File: src/rtl/tmask_pkg.sv
package tmask_pkg;

  typedef enum logic [1:0] {
    ESZ_B8  = 2'd0,
    ESZ_B16 = 2'd1,
    ESZ_B32 = 2'd2,
    ESZ_B64 = 2'd3
  } esz_e;

  typedef enum logic [1:0] {
    VLN_128  = 2'd0,
    VLN_256  = 2'd1,
    VLN_512  = 2'd2,
    VLN_RSVD = 2'd3
  } vlen_e;

endpackage

File: src/rtl/tmask_elem_test.sv
// One fixed-width slicing of the operands: per-element AND-nonzero flags.
module tmask_elem_test #(
  parameter int unsigned DATA_W = 512,
  parameter int unsigned ELEM_W = 8
) (
  input  logic [DATA_W-1:0]        opa,
  input  logic [DATA_W-1:0]        opb,
  input  logic                     bcast_sel,
  output logic [DATA_W/ELEM_W-1:0] nz
);
  localparam int unsigned NUM_E = DATA_W / ELEM_W;

  for (genvar j = 0; j < NUM_E; j++) begin : g_elem
    logic [ELEM_W-1:0] b_elem;
    assign b_elem = bcast_sel ? opb[ELEM_W-1:0] : opb[j*ELEM_W +: ELEM_W];
    assign nz[j]  = |(opa[j*ELEM_W +: ELEM_W] & b_elem);
  end
endmodule

File: src/rtl/tmask_lane_limit.sv
// Thermometer of live lanes from the element-size and vector-length codes.
module tmask_lane_limit
  import tmask_pkg::*;
#(
  parameter int unsigned MASK_W = 64,
  parameter int unsigned MIN_VL = 128
) (
  input  logic [1:0]        esz,
  input  logic [1:0]        vlen,
  output logic [MASK_W-1:0] lane_en
);
  localparam int unsigned BASE = MIN_VL / 8;
  localparam int unsigned KW   = $clog2(MASK_W) + 2;

  logic [KW-1:0] lane_cnt;

  always_comb begin
    if (vlen_e'(vlen) == VLN_RSVD) begin
      lane_cnt = '0;
    end else begin
      lane_cnt = (KW'(BASE) << vlen) >> esz;
    end
  end

  for (genvar i = 0; i < MASK_W; i++) begin : g_lane
    assign lane_en[i] = (KW'(i) < lane_cnt);
  end
endmodule

File: src/rtl/tmask_unit.sv
module tmask_unit
  import tmask_pkg::*;
#(
  parameter int unsigned DATA_W = 512,
  parameter int unsigned MIN_VL = 128
) (
  input  logic              clk,
  input  logic              rst_n,
  input  logic              valid_in,
  input  logic [1:0]        elem_sz,
  input  logic [1:0]        vec_len,
  input  logic [DATA_W-1:0] src1,
  input  logic [DATA_W-1:0] src2,
  input  logic              src2_mem,
  input  logic              bcast,
  input  logic              wm_en,
  input  logic [DATA_W/8-1:0] wm,
  output logic              valid_out,
  output logic [DATA_W/8-1:0] mask_out
);
  localparam int unsigned MASK_W = DATA_W / 8;

  logic [MASK_W-1:0]    nz_b8;
  logic [MASK_W/2-1:0]  nz_b16;
  logic [MASK_W/4-1:0]  nz_b32;
  logic [MASK_W/8-1:0]  nz_b64;
  logic [MASK_W-1:0]    nz_sel;
  logic [MASK_W-1:0]    lane_en;
  logic [MASK_W-1:0]    wm_gate;
  logic [MASK_W-1:0]    mask_d, mask_q;
  logic                 valid_d, valid_q;
  logic                 bcast_wide;

  // broadcast is only honoured for wide elements taken from memory
  assign bcast_wide = bcast & src2_mem & elem_sz[1];

  tmask_elem_test #(.DATA_W(DATA_W), .ELEM_W(8)) u_b8 (
    .opa(src1), .opb(src2), .bcast_sel(1'b0), .nz(nz_b8));
  tmask_elem_test #(.DATA_W(DATA_W), .ELEM_W(16)) u_b16 (
    .opa(src1), .opb(src2), .bcast_sel(1'b0), .nz(nz_b16));
  tmask_elem_test #(.DATA_W(DATA_W), .ELEM_W(32)) u_b32 (
    .opa(src1), .opb(src2), .bcast_sel(bcast_wide), .nz(nz_b32));
  tmask_elem_test #(.DATA_W(DATA_W), .ELEM_W(64)) u_b64 (
    .opa(src1), .opb(src2), .bcast_sel(bcast_wide), .nz(nz_b64));

  tmask_lane_limit #(.MASK_W(MASK_W), .MIN_VL(MIN_VL)) u_limit (
    .esz(elem_sz), .vlen(vec_len), .lane_en(lane_en));

  always_comb begin
    unique case (esz_e'(elem_sz))
      ESZ_B8:  nz_sel = nz_b8;
      ESZ_B16: nz_sel = MASK_W'(nz_b16);
      ESZ_B32: nz_sel = MASK_W'(nz_b32);
      default: nz_sel = MASK_W'(nz_b64);
    endcase
  end

  assign wm_gate = wm_en ? wm : {MASK_W{1'b1}};

  // next-state
  always_comb begin
    valid_d = valid_in;
    mask_d  = mask_q;
    if (valid_in) begin
      mask_d = nz_sel & lane_en & wm_gate;
    end
  end

  // registers
  always_ff @(posedge clk or negedge rst_n) begin
    if (!rst_n) begin
      mask_q  <= '0;
      valid_q <= 1'b0;
    end else begin
      mask_q  <= mask_d;
      valid_q <= valid_d;
    end
  end

  assign mask_out  = mask_q;
  assign valid_out = valid_q;
endmodule

File: config.mk
export PLATFORM = sky130hd
export DESIGN_NAME = tmask_unit
export DESIGN_NICKNAME = d
export VERILOG_FILES = /design/src/rtl/tmask_pkg.sv /design/src/rtl/tmask_elem_test.sv /design/src/rtl/tmask_lane_limit.sv /design/src/rtl/tmask_unit.sv
export SDC_FILE = /design/constraint.sdc
export NUM_CORES = 1
export LEC_CHECK = 0
export CAP_MARGIN = 20
export CORE_AREA = 8 8 449 451
export CTS_CLUSTER_DIAMETER = 60
export DETAILED_ROUTE_END_ITERATION = 8
export DIE_AREA = 0 0 457 459
export HOLD_SLACK_MARGIN = 0.12
export PLACE_DENSITY_LB_ADDON = 0.1
export SYNTH_ARGS = -nofsm -noshare
export SYNTH_HDL_FRONTEND = slang
export SYNTH_SLANG_ARGS = --single-unit
File: constraint.sdc
create_clock -name clk -period 1.5 [get_ports clk]
set_input_delay 0.45 -clock clk [delete_from_list [all_inputs] [get_ports clk]]
set_output_delay 0.45 -clock clk [all_outputs]
set_load 0.01 [all_outputs]
== After elaboration in Yosys (flattened, before gate mapping) ==
Index checks and enable logic that the tools add are counted.

* Bits in writable memories: 0
* Logic and storage cells: 341
* Bits in registers: 65
* Memories kept: 0
* Latch bits: 0
* Bits in read-only memories: 0
* Output and inout bits: 65

* Shifts and indexed selects: 2
* Bitwise gates (word level): 124
* Div/mod/pow operators: 0
* Multiplexer cells: 25
* Order comparisons: 64
* Add/sub/neg operators: 0
* Reductions and logical operators: 121
* Eq/ne operators: 3
* Multipliers: 0

{| class="wikitable"
|+ Operators with widths
! operator !! count
|-
| bitwise AND 64 bit || 10
|-
| bitwise AND 16 bit || 32
|-
| bitwise AND 32 bit || 16
|-
| bitwise AND 8 bit || 64
|-
| 2-to-1 mux 64 bit || 8
|-
| OR reduction 16 bit || 32
|-
| OR reduction 32 bit || 16
|-
| OR reduction 64 bit || 8
|-
| OR reduction 8 bit || 64
|-
| 2-to-1 mux 32 bit || 15
|-
| less-than comparator 6 x 8 -> 1 bit (first input constant) || 32
|-
| case mux 64 bit (3 select lines) || 1
|-
| less-than comparator 5 x 8 -> 1 bit (first input constant) || 16
|-
| less-than comparator 4 x 8 -> 1 bit (first input constant) || 8
|-
| less-than comparator 3 x 8 -> 1 bit (first input constant) || 4
|-
| less-than comparator 1 x 8 -> 1 bit (first input constant) || 2
|-
| less-than comparator 2 x 8 -> 1 bit (first input constant) || 2
|-
| 2-to-1 mux 8 bit || 1
|-
| left shift 5 x 2 -> 8 bit (first input constant) || 1
|-
| right shift 8 x 2 -> 8 bit || 1
|-
| == test 2 bit (second input constant) || 2
|-
| bitwise AND 1 bit || 2
|-
| == test 2 x 1 -> 1 bit (second input constant) || 1
|-
| logical NOT 2 bit || 1
|}

== Logic depth before layout (Yosys ltp) ==
Gate-level depths: netlist of the first run.

* Word-level depth: 8
* Depth in mapped cells: 12
* Gate-level depth less buffers: 7

== Cells and area by module ==
Synthesis of the first run repeated with hierarchy kept, for this count alone.

* Cells, all modules: 4670
* Area total of the unflattened synthesis: 35891.9 sq um

{| class="wikitable"
|+ Modules (own cells, without submodules)
! module !! area an instance (sq um) !! cells each !! seq. area each (sq um) !! times used
|-
| tmask_elem_test at u_b8 || 8654.6 || 936 || 0.0 || 1
|-
| tmask_elem_test at u_b32 || 8301.7 || 901 || 0.0 || 1
|-
| tmask_elem_test at u_b64 || 7438.4 || 1109 || 0.0 || 1
|-
| tmask_elem_test at u_b16 || 7216.9 || 1276 || 0.0 || 1
|-
| tmask_unit || 3704.8 || 366 || 1626.6 || 1
|-
| tmask_lane_limit || 575.6 || 82 || 0.0 || 1
|}

== Least setup slack after synthesis of the first run ==
No wires, ideal clock.

* Path kind: input -> register
* Start: input elem_sz[1]
* End: register mask_q[1], in the netlist mask_out[1]
* Arrival time: 2.006 ns
* Required time: 1.376 ns
* Library setup time: 0.124 ns
* Slack: -0.630 ns
* Stages: 10
* Cell sequence: buf_2 -> and3_1 -> buf_6 -> buf_6 -> nand2_2 -> nand2_1 -> a22o_1 -> a2111oi_2 -> nand4_1 -> o31a_1

* Word-level cells in the longest chain between the ends: 7
* Elaborated cells on any way between the ends: 16
* Those cells by class: order compare: 1; eq/ne: 2; shift: 1; mux: 4; bitwise: 5; reduce/logical: 3

{| class="wikitable"
|+ Ends and longest elaborated chain
! what !! line !! RTL
|-
| start, declared || tmask_unit.sv:10 || <nowiki>input logic [1:0] elem_sz,</nowiki>
|-
| bitwise AND 1 bit || tmask_unit.sv:35 || <nowiki>assign bcast_wide = bcast & src2_mem & elem_sz[1];</nowiki>
|-
| 2-to-1 mux 64 bit / 2-to-1 mux 32 bit (equally long branches) || tmask_elem_test.sv:15 || <nowiki>assign b_elem = bcast_sel ? opb[ELEM_W-1:0] : opb[j*ELEM_W +: ELEM_W];</nowiki>
|-
| bitwise AND 64 bit / bitwise AND 32 bit (equally long branches) || tmask_elem_test.sv:16 || <nowiki>assign nz[j] = |(opa[j*ELEM_W +: ELEM_W] & b_elem);</nowiki>
|-
| OR reduction 64 bit / OR reduction 32 bit (equally long branches) || tmask_elem_test.sv:16 ||
|-
| case mux 64 bit (3 select lines) || tmask_unit.sv:50 || <nowiki>unique case (esz_e'(elem_sz))</nowiki>
|-
| bitwise AND 64 bit (*) (2 in a row) || tmask_unit.sv:65 || <nowiki>mask_d = nz_sel & lane_en & wm_gate;</nowiki>
|-
| end signal, assigned || tmask_unit.sv:75 || <nowiki>mask_q <= mask_d;</nowiki>
|-
| end, declared || tmask_unit.sv:30 || <nowiki>logic [MASK_W-1:0] mask_d, mask_q;</nowiki>
|}

Mark *: on every way between the ends. The rest lies on a longest branch, timed or not.
A chain may end at the register's enable or synchronous reset.

== Worst setup path after layout of the first run ==
* Start: input src2[3]
* End: register mask_q[1], in the netlist mask_out[1]

* Word-level cells in the longest chain between the ends: 6
* Elaborated cells on any way between the ends: 9
* Those cells by class: mux: 3; bitwise: 4; reduce/logical: 2

{| class="wikitable"
|+ Ends and longest elaborated chain
! what !! line !! RTL
|-
| start, declared || tmask_unit.sv:13 || <nowiki>input logic [DATA_W-1:0] src2,</nowiki>
|-
| 2-to-1 mux 64 bit / 2-to-1 mux 32 bit (equally long branches) || tmask_elem_test.sv:15 ||
|-
| bitwise AND 64 bit / bitwise AND 32 bit (equally long branches) || tmask_elem_test.sv:16 ||
|-
| OR reduction 64 bit / OR reduction 32 bit (equally long branches) || tmask_elem_test.sv:16 ||
|-
| case mux 64 bit (3 select lines) (*) || tmask_unit.sv:50 ||
|-
| bitwise AND 64 bit (*) (2 in a row) || tmask_unit.sv:65 ||
|}

Marks and branches as above.

==> results of run 1 <==
-- cell usage in the layout, fill, tap and decap left out, types with 68 or more instances in the layout --
cell	n
a21o_1	110
a222oi_1	78
a22o_1	82
a22oi_1	152
a22oi_2	92
buf_12	135
buf_2	115
buf_4	973
buf_6	198
clkdlybuf4s50_1	391
diode_2	68
dlygate4sd2_1	366
inv_1	84
nand2_1	167
-- routing by layer --
metal / routed length (um) / vias up / share of wire / track usage
met2: 131000 / 1832 / 0.45 / 0.429
met3: 21700 / 460 / 0.073 / 0.0644
met5: 504 / - / 0.0017 / 0
li1: - / 12300 / - / -
met4: 11700 / 82 / 0.040 / 0.0804
met1: 130000 / 14900 / 0.44 / 0.350
-- stage by stage --
stage,setup TNS [ps],hold WS [ps],util
global placement,-77920,479,0.189
detailed placement,-77160,483,0.189
floorplan,-8050,154,-
global route,-18940,508,0.217
finish,-17780,501,0.218
CTS,-16440,485,0.213
-- sequential cells by signal, summed over array words and instances, names as in the netlist --
signal     count
valid_out      1
mask_out      64
-- where the power goes --
group	switching [W]	leakage (nW)	internal, W	total [W]
Combinational	0.00694	17.9	0.00654	0.0135
Clock	0.00120	0.132	0.00115	0.00235
Sequential	0.000106	0.862	0.00186	0.00196
-- final cells by class --
class / count / area, um^2
antenna: 68 / 170
multi-input combinational: 1493 / 13800
sequential: 65 / 1640
clock inverter: 3 / 18.8
fill: 21800 / 152000
timing repair buffer: 2439 / 22900
clock buffer: 11 / 243
inverter: 87 / 329
tap: 2542 / 3180
-- cells by family after synthesis --
| logic type | share of synthesized area |
|---|---|
| flops | 0.130 |
| simple gates | 0.219 |
| buf+inv | 0.0670 |
| mux | 0.000899 |
| compound gates | 0.584 |
-- what timing repair did --
action / CTS / global route
hold endpoints to repair: 55 / 0
cloned: 15 / 0
endpoints found under the setup margin: 111 / 80
buffers inserted: 156 / 39
resized for setup: 2202 / 412
pin swaps: 390 / 246
hold buffers: 1 / 0
-- final timing paths --
| kind | startpoint | end | slack (ps) |
|---|---|---|---|
| setup / recovery | src2[3] | mask_out[1] | -790 |
| hold / removal | mask_out[0] | mask_out[0] | 500 |
| setup reg to reg | mask_out[1] | mask_out[1] | -510 |
| hold reg to reg | mask_out[0] | mask_out[0] | 500 |
| max in group asynchronous | rst_n | mask_out[14] | 520 |
| min in group asynchronous | rst_n | mask_out[44] | 590 |
-- worst max-delay path: cells and delay by family --
kind / cells / cell delay, ps
AND/OR/NAND/NOR: 1 / 160
AO/OA/AOI/OAI: 6 / 1530
buffers and inverters: 2 / 440
==> impl_metrics.ini, run 1 <==
[run_status]
outcome = finished with violations
failed_checks = negative setup slack

[place]
placed_cells_incl_taps = 6472
hpwlAfterDp_um = 262000
postPlaceCellArea_mm2 = 0.0366
port_buffers = 1162
place_congestion = 0.971
post-place-ws_ps = -2320

[worst_setup_path]
worstPathArrival_ps = 2600
cp_slowest_cell = a222oi_1
cp_slowest_stage_delay_ps = 540
crit_path_end_kind = register
start_kind = primary input
path_max_fanout = 5
path_class = in -> reg
crit_chain = buf_2, buf_6, a222oi_1, o211ai_1, a21oi_1, nand4_1, a21oi_4, a32oi_4, o31a_1
r2r_cells = 7
crit_required_ps = 1800

[floorplan]
ioPinCount = 1163
fp.dieArea_mm2 = 0.210
die_h_um = 459
coreArea_mm2 = 0.194
start_util = 0.0645
row_count = 162
die_w_um = 457

[synth]
yosysMostFrequentCell = a22oi_1
synth_common_cells = a22oi_1, nand2_1, a221oi_1
yosys_most_used_dff = dfrtp_1
postSynthCellCount = 1762
synthArstFlopShare = 1.00
syn_area_mm2 = 0.0125
synth_top_area_frac = 0.146
synth_nets = 2860
ys.warnings.count = 0
synth.yosys.seq_area_share = 0.130
synth_area_leader_cell = a22oi_1
synth-seq-cells = 65
synth_edf_count = 0
syn-mean-instance-area_um2 = 7.11
yosysUniqueCellTypes = 62
ys_top_cells_by_area = a22oi_1, dfrtp_1, a221oi_1, a21o_1, a22o_1

[pwr]
ir_drop_mv = 0.429
total_power_w = 0.0178
leakagePower_nw = 18.9
power_density_mw_per_mm2 = 421

[clock_network]
cts_tree = built
clk_path_buf_depth = 2
root_buffer = clkbuf_16
path_clk_slew_ps = 90
numCtsBuffers = 9
htree_levels = 3
clkLatencyLatePin_ps = 400
cts.sinks = 65

[grt]
grt_pass1_vias = 30600
grt_first_pass_wirelength_um = 364000
grt_max_degree = 51
grt_usage = 0.266
grt_antenna_before_repair = 209
overflow = 0

[sta]
fin_skew_ps = 0
relSlewSlack = 0.570
finalCriticalPeriod_ps = 2290
rsz0062_at_grt = true
post-route-period-util = 1.53
layout_setup_ws_ps = -794
tightest_slew_ps = 639
max_freq_mhz = 436
finalSetupViolCount = 66
final-hold-violation-count = 0
drv_slew = 0

[drt]
routed_wl_um = 295000
drc = 0
vias = 29600
ant_nets = 0
firstDrtPassIters = 6
drt_iter0_drc = 3089
wire_per_inst_um = 44.0
vias_per_cell = 4.41

[finish]
area_delta_synth_final_pct = 238
layout-drive-gt1-share = 0.514
final_cell_area_mm2 = 0.0423
fin_nets = 5193
instances_no_fill = 6708

[flow_run]
cap_violations = 0

[hold_path]
whs_path_depth = 2
worstHoldPathType = reg -> reg
(Power assumes the default switching activity.)
==> run 2, diff against run 1 <==
- SLEW_MARGIN: default -> 10
==> results of run 2 <==
The final DEF is identical to that of run 1; final timing and power are the same.
